### src/rtl/steal_dma_pkg.sv
// Package: steal_dma_pkg
// Shared encodings for the cycle-stealing DMA controller: the bus-side
// sequencing states and the processor register selector codes.
package steal_dma_pkg;

    typedef enum logic [1:0] {
        ST_IDLE  = 2'd0,   // nothing to move
        ST_ARMED = 2'd1,   // words left, waiting for the device
        ST_OWN   = 2'd2    // bus requested or held
    } dma_state_e;

    localparam int SEL_W = 2;
    localparam logic [SEL_W-1:0] RS_ADDR  = 2'd0;
    localparam logic [SEL_W-1:0] RS_COUNT = 2'd1;
    localparam logic [SEL_W-1:0] RS_CTRL  = 2'd2;

    localparam int CTRL_DIR_BIT = 0;   // 0: memory -> device, 1: device -> memory
    localparam int CTRL_IRQ_BIT = 1;   // read: interrupt flag, write 1: clear

endpackage

### src/rtl/steal_dma_regs.sv
// Module: steal_dma_regs
// Holds the processor-visible state: the current address, the remaining
// word count, the direction and the completion flag. It applies processor
// writes and the per-word step, and muxes the readback.
// Assumes: wr_en and rd_en are already gated off while the bus is granted,
// so a write and a step never meet in one cycle.
module steal_dma_regs
    import steal_dma_pkg::*;
#(
    parameter int DATA_W  = 16,
    parameter int ADDR_W  = 16,
    parameter int COUNT_W = 16
) (
    input  logic               clk,
    input  logic               rst_n,
    input  logic               wr_en,
    input  logic               rd_en,
    input  logic [SEL_W-1:0]   reg_sel,
    input  logic [DATA_W-1:0]  wdata,
    output logic [DATA_W-1:0]  rdata,
    input  logic               step,
    output logic [ADDR_W-1:0]  addr_o,
    output logic [COUNT_W-1:0] count_o,
    output logic               dir_o,
    output logic               irq_o,
    output logic               cnt_wr_o,
    output logic               cnt_wr_nz_o,
    output logic               cnt_last_o
);

    localparam logic [COUNT_W-1:0] ONE_WORD = COUNT_W'(1);

    logic [ADDR_W-1:0]  addr_q;
    logic [COUNT_W-1:0] count_q;
    logic               dir_q;
    logic               irq_q;
    logic               ctrl_wr;
    logic               irq_clr;

    assign cnt_wr_o    = wr_en && (reg_sel == RS_COUNT);
    assign ctrl_wr     = wr_en && (reg_sel == RS_CTRL);
    assign irq_clr     = cnt_wr_o || (ctrl_wr && wdata[CTRL_IRQ_BIT]);
    assign cnt_wr_nz_o = (wdata[COUNT_W-1:0] != '0);
    assign cnt_last_o  = (count_q == ONE_WORD);

    // Address register: processor load, otherwise advance per word.
    always_ff @(posedge clk) begin
        if (!rst_n)
            addr_q <= '0;
        else if (wr_en && (reg_sel == RS_ADDR))
            addr_q <= wdata[ADDR_W-1:0];
        else if (step)
            addr_q <= addr_q + ADDR_W'(1);
    end

    // Word count register: processor load, otherwise count down per word.
    always_ff @(posedge clk) begin
        if (!rst_n)
            count_q <= '0;
        else if (cnt_wr_o)
            count_q <= wdata[COUNT_W-1:0];
        else if (step)
            count_q <= count_q - ONE_WORD;
    end

    // Direction bit and completion flag.
    always_ff @(posedge clk) begin
        if (!rst_n) begin
            dir_q <= 1'b0;
            irq_q <= 1'b0;
        end else begin
            if (ctrl_wr)
                dir_q <= wdata[CTRL_DIR_BIT];
            if (step && cnt_last_o)
                irq_q <= 1'b1;
            else if (irq_clr)
                irq_q <= 1'b0;
        end
    end

    // Readback mux, zero when the processor is not reading.
    always_comb begin
        rdata = '0;
        if (rd_en) begin
            case (reg_sel)
                RS_ADDR:  rdata = DATA_W'(addr_q);
                RS_COUNT: rdata = DATA_W'(count_q);
                RS_CTRL: begin
                    rdata[CTRL_DIR_BIT] = dir_q;
                    rdata[CTRL_IRQ_BIT] = irq_q;
                end
                default:  rdata = '0;
            endcase
        end
    end

    assign addr_o  = addr_q;
    assign count_o = count_q;
    assign dir_o   = dir_q;
    assign irq_o   = irq_q;

    // a word moves the address up and the count down by one.
    assert_step_moves_R6: assert property (@(posedge clk) disable iff (!rst_n)
        step |=> (addr_q == $past(addr_q) + ADDR_W'(1)) && (count_q == $past(count_q) - ONE_WORD));

    // with no processor write (writes are gated during grant) and no step, state is held.
    assert_hold_no_access_R11: assert property (@(posedge clk) disable iff (!rst_n)
        (!wr_en && !step) |=> $stable(addr_q) && $stable(count_q) && $stable(dir_q));

    // the flag stays set until the processor clears it.
    assert_irq_sticky_R10: assert property (@(posedge clk) disable iff (!rst_n)
        (irq_q && !irq_clr) |=> irq_q);

endmodule

### src/rtl/steal_dma_fsm.sv
// Module: steal_dma_fsm
// Bus-side sequencing. It tracks whether words are pending, requests the
// bus on device demand, moves one word per granted cycle, and releases the
// bus on completion or when the device stops asking.
// Assumes: cnt_wr never coincides with a granted cycle.
module steal_dma_fsm
    import steal_dma_pkg::*;
(
    input  logic clk,
    input  logic rst_n,
    input  logic cnt_wr,
    input  logic cnt_wr_nz,
    input  logic cnt_last,
    input  logic dev_req,
    input  logic bus_grant,
    output logic bus_req,
    output logic step
);

    dma_state_e state_q;
    dma_state_e state_d;

    assign bus_req = (state_q == ST_OWN);
    assign step    = bus_req && bus_grant;

    // Next-state choice: processor count writes first, then bus activity.
    always_comb begin
        state_d = state_q;
        if (cnt_wr) begin
            if (!cnt_wr_nz)
                state_d = ST_IDLE;
            else if (state_q == ST_IDLE)
                state_d = ST_ARMED;
        end else begin
            case (state_q)
                ST_ARMED: if (dev_req) state_d = ST_OWN;
                ST_OWN: begin
                    if (step && cnt_last)
                        state_d = ST_IDLE;
                    else if (!dev_req)
                        state_d = ST_ARMED;
                end
                default: state_d = state_q;
            endcase
        end
    end

    // State register.
    always_ff @(posedge clk) begin
        if (!rst_n)
            state_q <= ST_IDLE;
        else
            state_q <= state_d;
    end

    // an armed engine with a device request asks for the bus next cycle.
    assert_req_on_demand_R3: assert property (@(posedge clk) disable iff (!rst_n)
        (state_q == ST_ARMED && dev_req && !cnt_wr) |=> bus_req);

    // a non-final word with the request still up keeps the bus request.
    assert_keep_going_R7: assert property (@(posedge clk) disable iff (!rst_n)
        (step && !cnt_last && dev_req) |=> bus_req);

    // a non-final word with the request gone releases the bus.
    assert_pause_R8: assert property (@(posedge clk) disable iff (!rst_n)
        (step && !cnt_last && !dev_req) |=> (!bus_req && state_q == ST_ARMED));

endmodule

### src/rtl/steal_dma.sv
// Module: steal_dma
// Top of the single-channel cycle-stealing DMA controller. It gates the
// processor slave access with the bus grant, and drives the address, the
// memory strobes and the device acknowledge for each granted word.
// Assumes: the processor raises bus_grant only in reply to bus_req, and
// pad logic uses bus_oe to turn the shared strobes around.
module steal_dma
    import steal_dma_pkg::*;
#(
    parameter int DATA_W  = 16,
    parameter int ADDR_W  = 16,
    parameter int COUNT_W = 16
) (
    input  logic              clk,
    input  logic              rst_n,
    input  logic              cpu_sel,
    input  logic [SEL_W-1:0]  cpu_reg,
    input  logic              cpu_rd,
    input  logic              cpu_wr,
    input  logic [DATA_W-1:0] cpu_wdata,
    output logic [DATA_W-1:0] cpu_rdata,
    output logic              bus_req,
    input  logic              bus_grant,
    output logic              bus_oe,
    output logic [ADDR_W-1:0] mem_addr,
    output logic              mem_rd,
    output logic              mem_wr,
    input  logic              dev_req,
    output logic              dev_ack,
    output logic              irq
);

    logic               wr_en;
    logic               rd_en;
    logic               step;
    logic               dir;
    logic               cnt_wr;
    logic               cnt_wr_nz;
    logic               cnt_last;
    logic [COUNT_W-1:0] count;

    // Slave access exists only while the processor owns the bus.
    assign wr_en = cpu_sel && cpu_wr && !bus_grant;
    assign rd_en = cpu_sel && cpu_rd && !bus_grant;

    steal_dma_regs #(
        .DATA_W  (DATA_W),
        .ADDR_W  (ADDR_W),
        .COUNT_W (COUNT_W)
    ) u_regs (
        .clk         (clk),
        .rst_n       (rst_n),
        .wr_en       (wr_en),
        .rd_en       (rd_en),
        .reg_sel     (cpu_reg),
        .wdata       (cpu_wdata),
        .rdata       (cpu_rdata),
        .step        (step),
        .addr_o      (mem_addr),
        .count_o     (count),
        .dir_o       (dir),
        .irq_o       (irq),
        .cnt_wr_o    (cnt_wr),
        .cnt_wr_nz_o (cnt_wr_nz),
        .cnt_last_o  (cnt_last)
    );

    steal_dma_fsm u_fsm (
        .clk       (clk),
        .rst_n     (rst_n),
        .cnt_wr    (cnt_wr),
        .cnt_wr_nz (cnt_wr_nz),
        .cnt_last  (cnt_last),
        .dev_req   (dev_req),
        .bus_grant (bus_grant),
        .bus_req   (bus_req),
        .step      (step)
    );

    // Bus-master outputs for the word in flight.
    assign bus_oe  = bus_grant;
    assign dev_ack = step;
    assign mem_rd  = step && !dir;
    assign mem_wr  = step && dir;

    // the final word sets the interrupt and drops the request.
    assert_done_irq_R9: assert property (@(posedge clk) disable iff (!rst_n)
        (dev_ack && count == COUNT_W'(1)) |=> (irq && !bus_req));

    // exactly one memory strobe accompanies each acknowledge.
    assert_one_strobe_R4: assert property (@(posedge clk) disable iff (!rst_n)
        dev_ack |-> ($countones({mem_rd, mem_wr}) == 1));

    // the controller never strobes memory without the grant.
    assert_strobe_grant_R5: assert property (@(posedge clk) disable iff (!rst_n)
        (mem_rd || mem_wr) |-> (bus_grant && bus_req));

endmodule

### config.mk
export PLATFORM = sky130hd
export DESIGN_NAME = steal_dma
export DESIGN_NICKNAME = d
export VERILOG_FILES = /design/src/rtl/steal_dma_pkg.sv /design/src/rtl/steal_dma_regs.sv /design/src/rtl/steal_dma_fsm.sv /design/src/rtl/steal_dma.sv
export SDC_FILE = /design/constraint.sdc
export NUM_CORES = 1
export LEC_CHECK = 0
export BUFFER_PORTS_ARGS = -buffer_cell sky130_fd_sc_hd__buf_2
export CAP_MARGIN = 40
export CORE_MARGIN = 2
export CORE_UTILIZATION = 32
export CTS_CLUSTER_DIAMETER = 150
export DETAILED_ROUTE_END_ITERATION = 16
export SKIP_LAST_GASP = 1
export SYNTH_ARGS = -nofsm -noshare
export SYNTH_HDL_FRONTEND = slang
export SYNTH_HIERARCHICAL = 1
export SYNTH_SLANG_ARGS = --single-unit
### constraint.sdc
create_clock -name clk -period 5.13 [get_ports clk]
set_input_delay 0 -clock clk [delete_from_list [all_inputs] [get_ports clk]]
set_output_delay 0 -clock clk [all_outputs]
set_load 0.02 [all_outputs]
==> Word-level counts from Yosys, hierarchy flattened <==
Cells that the tools add are included.
{ "word_totals": {"ff_bits": 36, "out_inout_bits": 38, "wordCells": 54} }
{ "classes": {"n_eq_ne": 8, "n_addsub": 2, "reduce_logical": 23, "mux": 16} }
{ "op_table": {"columns": ["operator", "count"], "rows": [
  ["$mux 16", 5],
  ["$pmux 14 s2", 1],
  ["$add 16x1->16 const B", 1],
  ["$eq 16x1->1 const B", 1],
  ["$reduce_bool 16->1", 1],
  ["$sub 16x1->16 const B", 1],
  ["$logic_and 1x1->1", 12],
  ["$mux 2", 6],
  ["$ne 3x3->1 const B", 2],
  ["$pmux 2 s3", 1],
  ["$reduce_bool 2->1", 3],
  ["$eq 2x1->1 const B", 2],
  ["$eq 2x2->1 const B", 2],
  ["$logic_not 2->1", 2],
  ["$ne 4x4->1 const B", 1],
  ["$pmux 2 s2", 1],
  ["$reduce_and 4->1", 1],
  ["$reduce_bool 3->1", 1],
  ["$logic_not 1->1", 2],
  ["$mux 1", 2],
  ["$logic_or 1x1->1", 1]
]} }

==> Logic depth before layout (Yosys ltp) <==
Gate-level depths: netlist (run 1).
{ "logic_depth": {"depth_word": 7, "mapped_depth": 8} }

==> Cells and area by module <==
The synthesis (run 1) kept the hierarchy.
{ "modules_own_cells": {"columns": ["mod", "n_inst", "cells_each", "seq_area_each_um2", "area_per_inst_um2"], "rows": [
  ["steal_dma_regs", 1, 266, 680.7, 2090.8],
  ["steal_dma_fsm", 1, 19, 40.0, 150.1],
  ["steal_dma", 1, 5, 0.0, 41.3]
]} }

==> Worst setup path after synthesis (run 1) <==
Ideal clock, no wire load.
{ "synth_timing": {"kind": "register to register", "startpoint": "register u_fsm.state_q[1]", "endpoint": "register u_regs.addr_q[15] (netlist: u_regs/addr_o[15])", "stages_incl_launch_ff": 8, "required_ps": 5014, "t_arrival_ps": 2207, "path_slack_ps": 2807, "path_cell_list": "dfxtp_1 -> nor2b_4 -> and2_1 -> buf_1 -> nand4_1 -> nor4_1 -> mux2i_1 -> nor2_1"} }
{ "synth_via": {"elab_chain_cells": 3} }
{ "synth_lines": {"columns": ["item", "line", "source"], "rows": [
  ["from (decl)", "steal_dma_fsm.sv:20", "dma_state_e state_q;"],
  ["from (signal assigned)", "steal_dma_fsm.sv:53", "state_q <= state_d;"],
  ["$eq 2x2->1", "steal_dma_fsm.sv:23", "assign bus_req = (state_q == ST_OWN);"],
  ["net bus_req", "steal_dma.sv:22", "output logic bus_req,"],
  ["$logic_and 1x1->1", "steal_dma_fsm.sv:24", "assign step = bus_req && bus_grant;"],
  ["net dev_ack", "steal_dma.sv:29", "output logic dev_ack,"],
  ["$reduce_bool 2->1 (no line)", null, null],
  ["to (signal assigned)", "steal_dma_regs.sv:51", "addr_q <= wdata[ADDR_W-1:0];"],
  ["to (signal assigned)", "steal_dma_regs.sv:53", "addr_q <= addr_q + ADDR_W'(1);"],
  ["to (decl)", "steal_dma_regs.sv:33", "logic [ADDR_W-1:0] addr_q;"]
]} }
The timed path passes the listed nets, and every way through them passes these cells.
A chain may end at the register's enable or synchronous reset.

==> Worst setup path after layout (run 1) <==
{ "layout_timing": {"startpoint": "register u_fsm.state_q[1]", "endpoint": "register u_regs.count_q[15] (netlist: u_regs/count_o[15])"} }
{ "layout_via": {"elab_chain_cells": 3} }
{ "layout_lines": {"columns": ["item", "line", "source"], "rows": [
  ["$eq 2x2->1", "steal_dma_fsm.sv:23", null],
  ["$logic_and 1x1->1", "steal_dma_fsm.sv:24", null],
  ["$reduce_bool 2->1 (no line)", null, null],
  ["to (signal assigned)", "steal_dma_regs.sv:61", "count_q <= wdata[COUNT_W-1:0];"],
  ["to (signal assigned)", "steal_dma_regs.sv:63", "count_q <= count_q - ONE_WORD;"],
  ["to (decl)", "steal_dma_regs.sv:34", "logic [COUNT_W-1:0] count_q;"]
]} }
Every way passes these cells.

==> results.sh, run 1 <==
export IMPL_synth_edf_count=0
export IMPL_final_core_util=0.405
export IMPL_max_slew_margin=0.502
export IMPL_worst_slew_pin_slew_ps=737
export IMPL_synth_top_area_frac=0.316
export IMPL_yosysWarnings=6
export IMPL_root_buffer="clkbuf_8"
export IMPL_peakVddDrop_mv=0.126
export IMPL_rows=30
export IMPL_syn_to_final_growth_pct=21.2
export IMPL_antenna_found_initial=0
export IMPL_yosysUniqueCellTypes=42
export IMPL_numPortBuffers=62
export IMPL_post_route_min_period_ps=2710
export IMPL_hp_class="primary input to flop"
export IMPL_fmax_mhz=369
export IMPL_synth_area_per_cell_um2=7.87
export IMPL_dr_pass1_iters=4
export IMPL_cts_tree="yes"
export IMPL_final_area_um2=2770
export IMPL_route_vias_total=2307
export IMPL_drc_errors=0
export IMPL_nFillCells=731
export IMPL_numClockSinks=36
export IMPL_synth_seq_cells=36
export IMPL_p_leak_nw=1.08
export IMPL_cap_violations=0
export IMPL_n_antenna_cell=0
export IMPL_placed_cells=431
export IMPL_dpl_instance_area_um2=2650
export IMPL_startpoint_type="flop"
export IMPL_syn_inst=290
export IMPL_htree_levels=2
export IMPL_rsz0062_at_grt="no"
export IMPL_drive_above_1_share=0.238
export IMPL_synth_seq_area_share=0.316
export IMPL_layout_common_cells="buf_2 (62), dfxtp_1 (36), o21ai_0 (29), nor2_1 (29), a21oi_1 (23)"
export IMPL_dr_first_iter_drc_count=135
export IMPL_grt_overflow=0
export IMPL_place_gp_congestion=0.792
export IMPL_cts_resized=0
export IMPL_synth_top_area_cell="dfxtp_1"
export IMPL_core_um2=6830
export IMPL_dp_hpwl_mm=4.95
export IMPL_viasPerCell=5.24
export IMPL_setup_tns_ps=0
export IMPL_instances_no_fill=440
export IMPL_cts_buffers_inserted=5
export IMPL_layout_commonest_cell="buf_2"
export IMPL_clockBufferDepth=2
export IMPL_die_h_um=88.5
export IMPL_critPathRequiredTime_ps=5350
export IMPL_ys_top_cells_by_area="dfxtp_1 (32%), mux2i_1 (8.3%), o21ai_0 (6.4%)"
export IMPL_grt_pass1_wl_mm=10.4
export IMPL_grt_pass1_vias=2044
export IMPL_final_nets=371
export IMPL_synth_area_um2=2280
export IMPL_path_class="flop to flop"
export IMPL_hold_viol=0
export IMPL_p_per_area_nw_per_um2=228
export IMPL_cp_max_fo=18
export IMPL_syn_num_nets=318
export IMPL_synth_main_ff_cell="dfxtp_1"
export IMPL_die_area_um2=7820
export IMPL_fin_skew_ps=8.06
export IMPL_synthArstFlopShare=0
export IMPL_num_io_pins=63
export IMPL_cp_arrival_ps=2940
export IMPL_worstSetupEndpointType="flop"
export IMPL_track_usage=0.174
export IMPL_report_final_slew_viol_count=0
export IMPL_die_x_um=88.5
export IMPL_clkTransAtPathRegs_ps=70
export IMPL_initial_core_util=0.334
export IMPL_fin_crit_sh=0.529
export IMPL_avgRoutedWirePerCell_um=14.9
export IMPL_status="finished, final reports clean"
export IMPL_setup_violations=0
export IMPL_antenna_left=0
export IMPL_routed_wl_mm=6.57
export IMPL_grt_max_degree=34
export IMPL_clock_insertion_delay_worst_skew_ps=300
export IMPL_p_total_uw=629
cells by family (layout without fill, tap and decap cells):
kind of cell,after synthesis,count (layout),share of synthesized area
AOI/OAI and AO/OA,71,71,0.176
xor gates and xnor gates,25,25,0.0959
adders and majority gates,3,3,0.0164
buffers and inverters,26,80,0.0450
DFF,36,36,0.316
muxes,19,19,0.0833
and+or+nand+nor,110,110,0.268
path summary, 6_finish.rpt:
path                    startpoint  slack, ps  cells after the start                 end
setup / recovery  u_fsm/state_q[1]       2420                      6  u_regs/count_o[15]
hold / removal        cpu_wdata[0]         10                      3        u_regs/dir_o
setup reg to reg  u_fsm/state_q[1]       2420                      6  u_regs/count_o[15]
hold reg to reg       u_regs/dir_o        500                      2        u_regs/dir_o
layer usage:
| metal | global-route usage | share of wire |
|---|---|---|
| met5 | 0 | 0 |
| met2 | 0.279 | 0.44 |
| met4 | 0.0496 | 0.0087 |
| met1 | 0.240 | 0.47 |
| met3 | 0.0308 | 0.074 |
metrics by stage:
stage	setup slack [ps]	hold WS (ps)
global route	2190	13.0
CTS	2410	9.23
finish	2420	12.7
detailed placement	2450	284
global placement	2650	283
floorplan	2810	113
flip-flops by register name, indices dropped and copies added (netlist names):
name            flops
u_regs/count_o     16
u_fsm/state_q       2
u_regs/irq_o        1
u_regs/addr_o      16
u_regs/dir_o        1
repair_timing:
| action | in CTS | in global routing |
|---|---|---|
| endpoints found under the hold margin | 1 | 0 |
| hold buffers | 1 | 0 |
| setup buffers | 0 | 0 |
| endpoints found under the setup margin | 0 | 0 |
where the power goes:
part | switching (mW) | internal [mW] | total (mW)
clock | 0.104 | 0.144 | 0.249
combinational | 0.0467 | 0.0340 | 0.0807
sequential | 0.0128 | 0.287 | 0.300
total | 0.164 | 0.466 | 0.629
worst max-delay path, cell delays in order (launching register included):
cell	delay [ps]
dfxtp_1	380
nor2b_4	200
and2_1	550
nor4b_1	680
nand2_1	220
or4_1	440
a31oi_1	170
cell usage after synthesis, drive strengths merged (3+ instances only):
cell	number
dfxtp	36
o21ai	30
nor2	29
a21oi	23
mux2i	19
nand2	16
xnor2	16
clkbuf	14
nor4	13
a211oi	9
nand4	9
xor2	9
inv	8
nand3	7
or4	6
nor3	5
a31oi	4
and2	4
buf	4
ha	3
nand3b	3
nor2b	3
or3b	3
layout make-up:
class                      instances  area (um^2)  area share
inverter                           8         30.0      0.0109
tap                               96          120      0.0434
multi-input combinational        228         1460       0.528
timing repair buffer              64          328       0.119
sequential                        36          721       0.261
clock buffer                       6         72.6      0.0262
clock inverter                     2         35.0      0.0127
(Power assumes the default switching activity.)
==> inputs of run 2 (changes only) <==
==> constraint.sdc (replaced) <==
create_clock -name clk -period 2.3 [get_ports clk]
set_input_delay 0 -clock clk [delete_from_list [all_inputs] [get_ports clk]]
set_output_delay 0 -clock clk [all_outputs]
set_load 0.02 [all_outputs]
==> run 2 against run 1 <==
Combinational power up 140%. Count of clock-buffer cells in the layout unchanged. Clock power up 120%. Utilization up 1.1 points. Non-clock buffer count up 10. Critical path depth up 2. Power up 120%. Via count up 3.9%. Design area up 2.7%. Flip-flop and latch count unchanged. First-iteration DRC count up 0.74%. Clock skew up 5.8 ps. Highest routed layer unchanged.
==> results.sh, run 2 (synthesized netlist as in run 1, its figures left out) <==
export IMPL_dr_first_iter_drc_count=136
export IMPL_r2r_start="u_regs/count_o[0]"
export IMPL_finalWorstSetupSlack_ps=191
export IMPL_status="finished, final reports clean"
export IMPL_drive_above_1_share=0.260
export IMPL_regToRegSetupSlack_ps=190
export IMPL_routed_wl_mm=6.87
export IMPL_fin_crit_sh=0.917
export IMPL_antenna_found_initial=0
export IMPL_layout_commonest_cell="buf_2"
export IMPL_hp_class="primary input to flop"
export IMPL_cts_buffers_inserted=5
export IMPL_place_gp_congestion=0.871
export IMPL_numClockSinks=36
export IMPL_clockBufferDepth=2
export IMPL_track_usage=0.175
export IMPL_p_per_area_nw_per_um2=498
export IMPL_path_class="flop to flop"
export IMPL_dp_hpwl_mm=5.12
export IMPL_cpPeakStageDelay_ps=470
export IMPL_dr_pass1_iters=4
export IMPL_avgRoutedWirePerCell_um=15.3
export IMPL_final_nets=381
export IMPL_layout_common_cells="buf_2 (62), dfxtp_1 (36), o21ai_0 (29), nor2_1 (29), a21oi_1 (23)"
export IMPL_cp_arrival_ps=2320
export IMPL_holdPathEnd="u_regs/count_o[4]"
export IMPL_startpoint_type="flop"
export IMPL_hold_path_startpoint="cpu_wdata[4]"
export IMPL_core_um2=6830
export IMPL_peakVddDrop_mv=0.263
export IMPL_viasPerCell=5.33
export IMPL_die_x_um=88.5
export IMPL_grt_overflow=0
export IMPL_cp_max_fo=6
export IMPL_rows=30
export IMPL_hold_viol=0
export IMPL_grt_pass1_vias=2154
export IMPL_num_io_pins=63
export IMPL_grt_pass1_wl_mm=10.6
export IMPL_critPathRequiredTime_ps=2510
export IMPL_report_final_slew_viol_count=0
export IMPL_route_vias_total=2398
export IMPL_max_slew_margin=0.566
export IMPL_drc_errors=0
export IMPL_numPortBuffers=62
export IMPL_rr_endpoint="u_fsm/state_q[0]"
export IMPL_grt_max_degree=34
export IMPL_setup_violations=0
export IMPL_final_core_util=0.416
export IMPL_clkTransAtPathRegs_ps=70
export IMPL_worstSetupEndpointType="flop"
export IMPL_final_area_um2=2840
export IMPL_n_antenna_cell=0
export IMPL_critPathSlowestCell="dfxtp_1"
export IMPL_die_h_um=88.5
export IMPL_dpl_instance_area_um2=2720
export IMPL_antenna_left=0
export IMPL_fin_skew_ps=13.9
export IMPL_r2r_cells=8
export IMPL_cap_violations=0
export IMPL_hold_path_cell_count=3
export IMPL_root_buffer="clkbuf_8"
export IMPL_post_route_min_period_ps=2110
export IMPL_p_leak_nw=1.13
export IMPL_cp_cell_sequence="ha_1, or3b_2, nor4_1, buf_4, nand2_1, nand4_1, a21oi_1, a211oi_2"
export IMPL_worst_slew_pin_slew_ps=651
export IMPL_cts_tree="yes"
export IMPL_clock_insertion_delay_worst_skew_ps=300
export IMPL_place_ws_ps=213
export IMPL_htree_levels=2
export IMPL_fmax_mhz=474
export IMPL_initial_core_util=0.334
export IMPL_syn_to_final_growth_pct=24.5
export IMPL_setup_tns_ps=0
export IMPL_die_area_um2=7820
export IMPL_rsz0062_at_grt="no"
[run 2: power by group]
part | total (mW) | switching (mW) | internal [mW]
Sequential | 0.667 | 0.0258 | 0.641
Combinational | 0.192 | 0.109 | 0.0823
Clock | 0.556 | 0.234 | 0.322
Total | 1.41 | 0.369 | 1.04
[run 2: worst max-delay path: cells and delay by family, from the launching register on]
kind                     cells  cell delay [ps]
AO/OA/AOI/OAI                2              220
adder cells (fa/ha/maj)      1              200
buffers and inverters        1              200
flip-flops                   1              470
AND/OR/NAND/NOR              4              940
[run 2: worst max path at each step]
stage                            startpoint            endpoint
final                     u_regs/count_o[0]    u_fsm/state_q[0]
after global placement    u_regs/count_o[0]    u_fsm/state_q[0]
after CTS                 u_regs/count_o[0]    u_fsm/state_q[0]
after global routing       u_fsm/state_q[1]  u_regs/count_o[15]
after floorplan            u_fsm/state_q[1]  u_regs/count_o[15]
after detailed placement  u_regs/count_o[0]    u_fsm/state_q[0]
[run 2: metal layers]
layer / global-route usage / up-vias / wire length, um
li1: - / 1183 / -
met1: 0.236 / 1109 / 3120
met2: 0.277 / 93 / 3100
met3: 0.0429 / 13 / 529
met4: 0.0579 / 0 / 121
met5: 0 / - / 0
[run 2: repair_timing]
| item | in CTS | in global routing |
|---|---|---|
| gates resized for setup | 0 | 0 |
| hold buffers | 1 | 0 |
| buffers inserted | 0 | 0 |
| endpoints found under the hold margin | 1 | 0 |
[run 2: layout make-up]
type | instances | area, um^2
clock buffer | 6 | 72.6
inverter | 8 | 30.0
timing repair buffer | 74 | 403
clock inverter | 2 | 35.0
multi-input combinational | 228 | 1460
sequential | 36 | 721
tap | 96 | 120
fill | 740 | 3990
[run 2: per-stage QoR]
| stage | cells | hold slack, ps | power, mW |
|---|---|---|---|
| finish | 450 | 27.3 | 1.41 |
| global route | 450 | 39.6 | 1.47 |
| CTS | 450 | 16.3 | 1.42 |
| detailed placement | 441 | 285 | 0.869 |
| global placement | 441 | 285 | 0.868 |
| floorplan | 290 | 113 | 0.793 |
==> inputs of run 3 (changes only) <==
==> constraint.sdc (replaced) <==
create_clock -name clk -period 2.3 [get_ports clk]
set_input_delay 0.115 -clock clk [delete_from_list [all_inputs] [get_ports clk]]
set_output_delay 0.115 -clock clk [all_outputs]
set_load 0.005 [all_outputs]
==> run 3 against run 2 <==
Sequential share of layout area grew 0.10 points. Setup slack lost 31 ps. Die area is the same. Utilization shrank 0.16 points. Critical path depth is the same. Critical path type unchanged. Largest power group unchanged.
==> results.sh, run 3 (synthesized netlist as in run 1, its figures left out) <==
export IMPL_final_area_um2=2830
export IMPL_report_final_slew_viol_count=0
export IMPL_n_antenna_cell=0
export IMPL_place_ws_ps=165
export IMPL_layout_commonest_cell="buf_2"
export IMPL_htree_levels=2
export IMPL_r2r_cells=8
export IMPL_die_x_um=88.5
export IMPL_rows=30
export IMPL_viasPerCell=5.34
export IMPL_holdPathEnd="u_regs/count_o[1]"
export IMPL_setup_tns_ps=0
export IMPL_critPathBufInv=1
export IMPL_cap_violations=0
export IMPL_dr_first_iter_drc_count=206
export IMPL_fin_skew_ps=11.3
export IMPL_num_io_pins=63
export IMPL_crit_family="simple AND/OR/NAND/NOR gates"
export IMPL_worstSetupEndpointType="flop"
export IMPL_hp_class="primary input to flop"
export IMPL_layout_common_cells="buf_2 (62), dfxtp_1 (36), o21ai_0 (29), nor2_1 (29), a21oi_1 (23)"
export IMPL_placed_cells=440
export IMPL_cts_buffers_inserted=5
export IMPL_regToRegSetupSlack_ps=160
export IMPL_clkTransAtPathRegs_ps=70
export IMPL_hold_path_startpoint="cpu_wdata[1]"
export IMPL_grt_overflow=0
export IMPL_track_usage=0.177
export IMPL_nFillCells=749
export IMPL_rr_endpoint="u_fsm/state_q[0]"
export IMPL_core_um2=6830
export IMPL_place_gp_congestion=0.882
export IMPL_critPathRequiredTime_ps=2510
export IMPL_cts_setup_buffers=0
export IMPL_root_buffer="clkbuf_8"
export IMPL_multi_input_area_um2=1470
export IMPL_route_vias_total=2393
export IMPL_status="finished, final reports clean"
export IMPL_fmax_mhz=467
export IMPL_drive_above_1_share=0.261
export IMPL_hold_viol=0
export IMPL_avgRoutedWirePerCell_um=15.3
export IMPL_grt_pass1_wl_mm=10.7
export IMPL_antenna_left=0
export IMPL_drc_errors=0
export IMPL_clockBufferDepth=2
export IMPL_die_h_um=88.5
export IMPL_routed_wl_mm=6.88
export IMPL_startpoint_type="flop"
export IMPL_cts_tree="yes"
export IMPL_r2r_start="u_regs/count_o[0]"
export IMPL_grt_pass1_vias=2163
export IMPL_path_class="flop to flop"
export IMPL_die_area_um2=7820
export IMPL_seqCellArea_um2=721
export IMPL_dpl_instance_area_um2=2720
export IMPL_numClockSinks=36
export IMPL_cpPeakStageDelay_ps=480
export IMPL_peakVddDrop_mv=0.247
export IMPL_clock_insertion_delay_worst_skew_ps=290
export IMPL_setup_violations=0
export IMPL_dp_hpwl_mm=5.02
export IMPL_hold_path_cell_count=3
export IMPL_rsz0062_at_grt="no"
export IMPL_worst_slew_pin_slew_ps=637
export IMPL_whs_ps=116
export IMPL_cp_cell_sequence="ha_1, or3b_2, nor4_1, buf_4, nand2_1, nand4_1, a21oi_1, a211oi_2"
export IMPL_p_per_area_nw_per_um2=498
export IMPL_instances_no_fill=448
export IMPL_cp_max_fo=6
export IMPL_final_nets=379
export IMPL_initial_core_util=0.334
export IMPL_grt_max_degree=34
export IMPL_cp_arrival_ps=2350
export IMPL_finalWorstSetupSlack_ps=160
export IMPL_max_slew_margin=0.575
export IMPL_dr_pass1_iters=5
export IMPL_syn_to_final_growth_pct=24.0
export IMPL_post_route_min_period_ps=2140
export IMPL_critPathSlowestCell="dfxtp_1"
export IMPL_fin_crit_sh=0.930
export IMPL_p_leak_nw=1.12
export IMPL_antenna_found_initial=0
export IMPL_numPortBuffers=62
==> run 3: worst max-delay path by stage <==
stage	from	endpoint	slack (ps)	cells after the start
3_5_place_dp	u_fsm/state_q[1]	u_regs/count_o[15]	160	6
3_3_place_gp	u_fsm/state_q[1]	u_regs/count_o[15]	250	6
2_1_floorplan	u_fsm/state_q[1]	u_regs/addr_o[15]	180	7
4_1_cts	u_fsm/state_q[1]	u_regs/count_o[15]	140	6
6_report	u_regs/count_o[0]	u_fsm/state_q[0]	160	8
5_1_grt	u_fsm/state_q[1]	u_regs/count_o[5]	4	6
==> run 3: report_power, final <==
part / switching, mW / total [mW] / internal, mW
combinational: 0.0979 / 0.179 / 0.0807
clock: 0.241 / 0.563 / 0.322
sequential: 0.0273 / 0.668 / 0.641
==> run 3: metal layers <==
metal	global-route usage	vias to the layer above	share of wire
met5	0	-	0
met4	0.0689	0	0.027
met3	0.0364	16	0.080
met2	0.273	107	0.44
met1	0.243	1092	0.45
li1	-	1178	-
==> run 3: layout make-up <==
cell class,count,area share
multi-input combinational,228,0.518
timing repair buffer,72,0.136
clock inverter,2,0.0124
clock buffer,6,0.0257
tap,96,0.0425
sequential,36,0.255
inverter,8,0.0106
==> run 3: worst min-delay path: stages <==
cell and delay, ps:
buf_2 130, nand2_1 60, a21oi_1 50
==> run 3: stage by stage <==
stage	total power, mW	utilization
floorplan	0.782	-
global placement	0.857	0.397
detailed placement	0.858	0.397
CTS	1.42	0.413
global route	1.46	0.414
finish	1.41	0.414
==> run 3: timing repair <==
| action | CTS | global route |
|---|---|---|
| resized for setup | 0 | 1 |
| setup endpoints to repair | 0 | 1 |
| hold buffers | 0 | 0 |
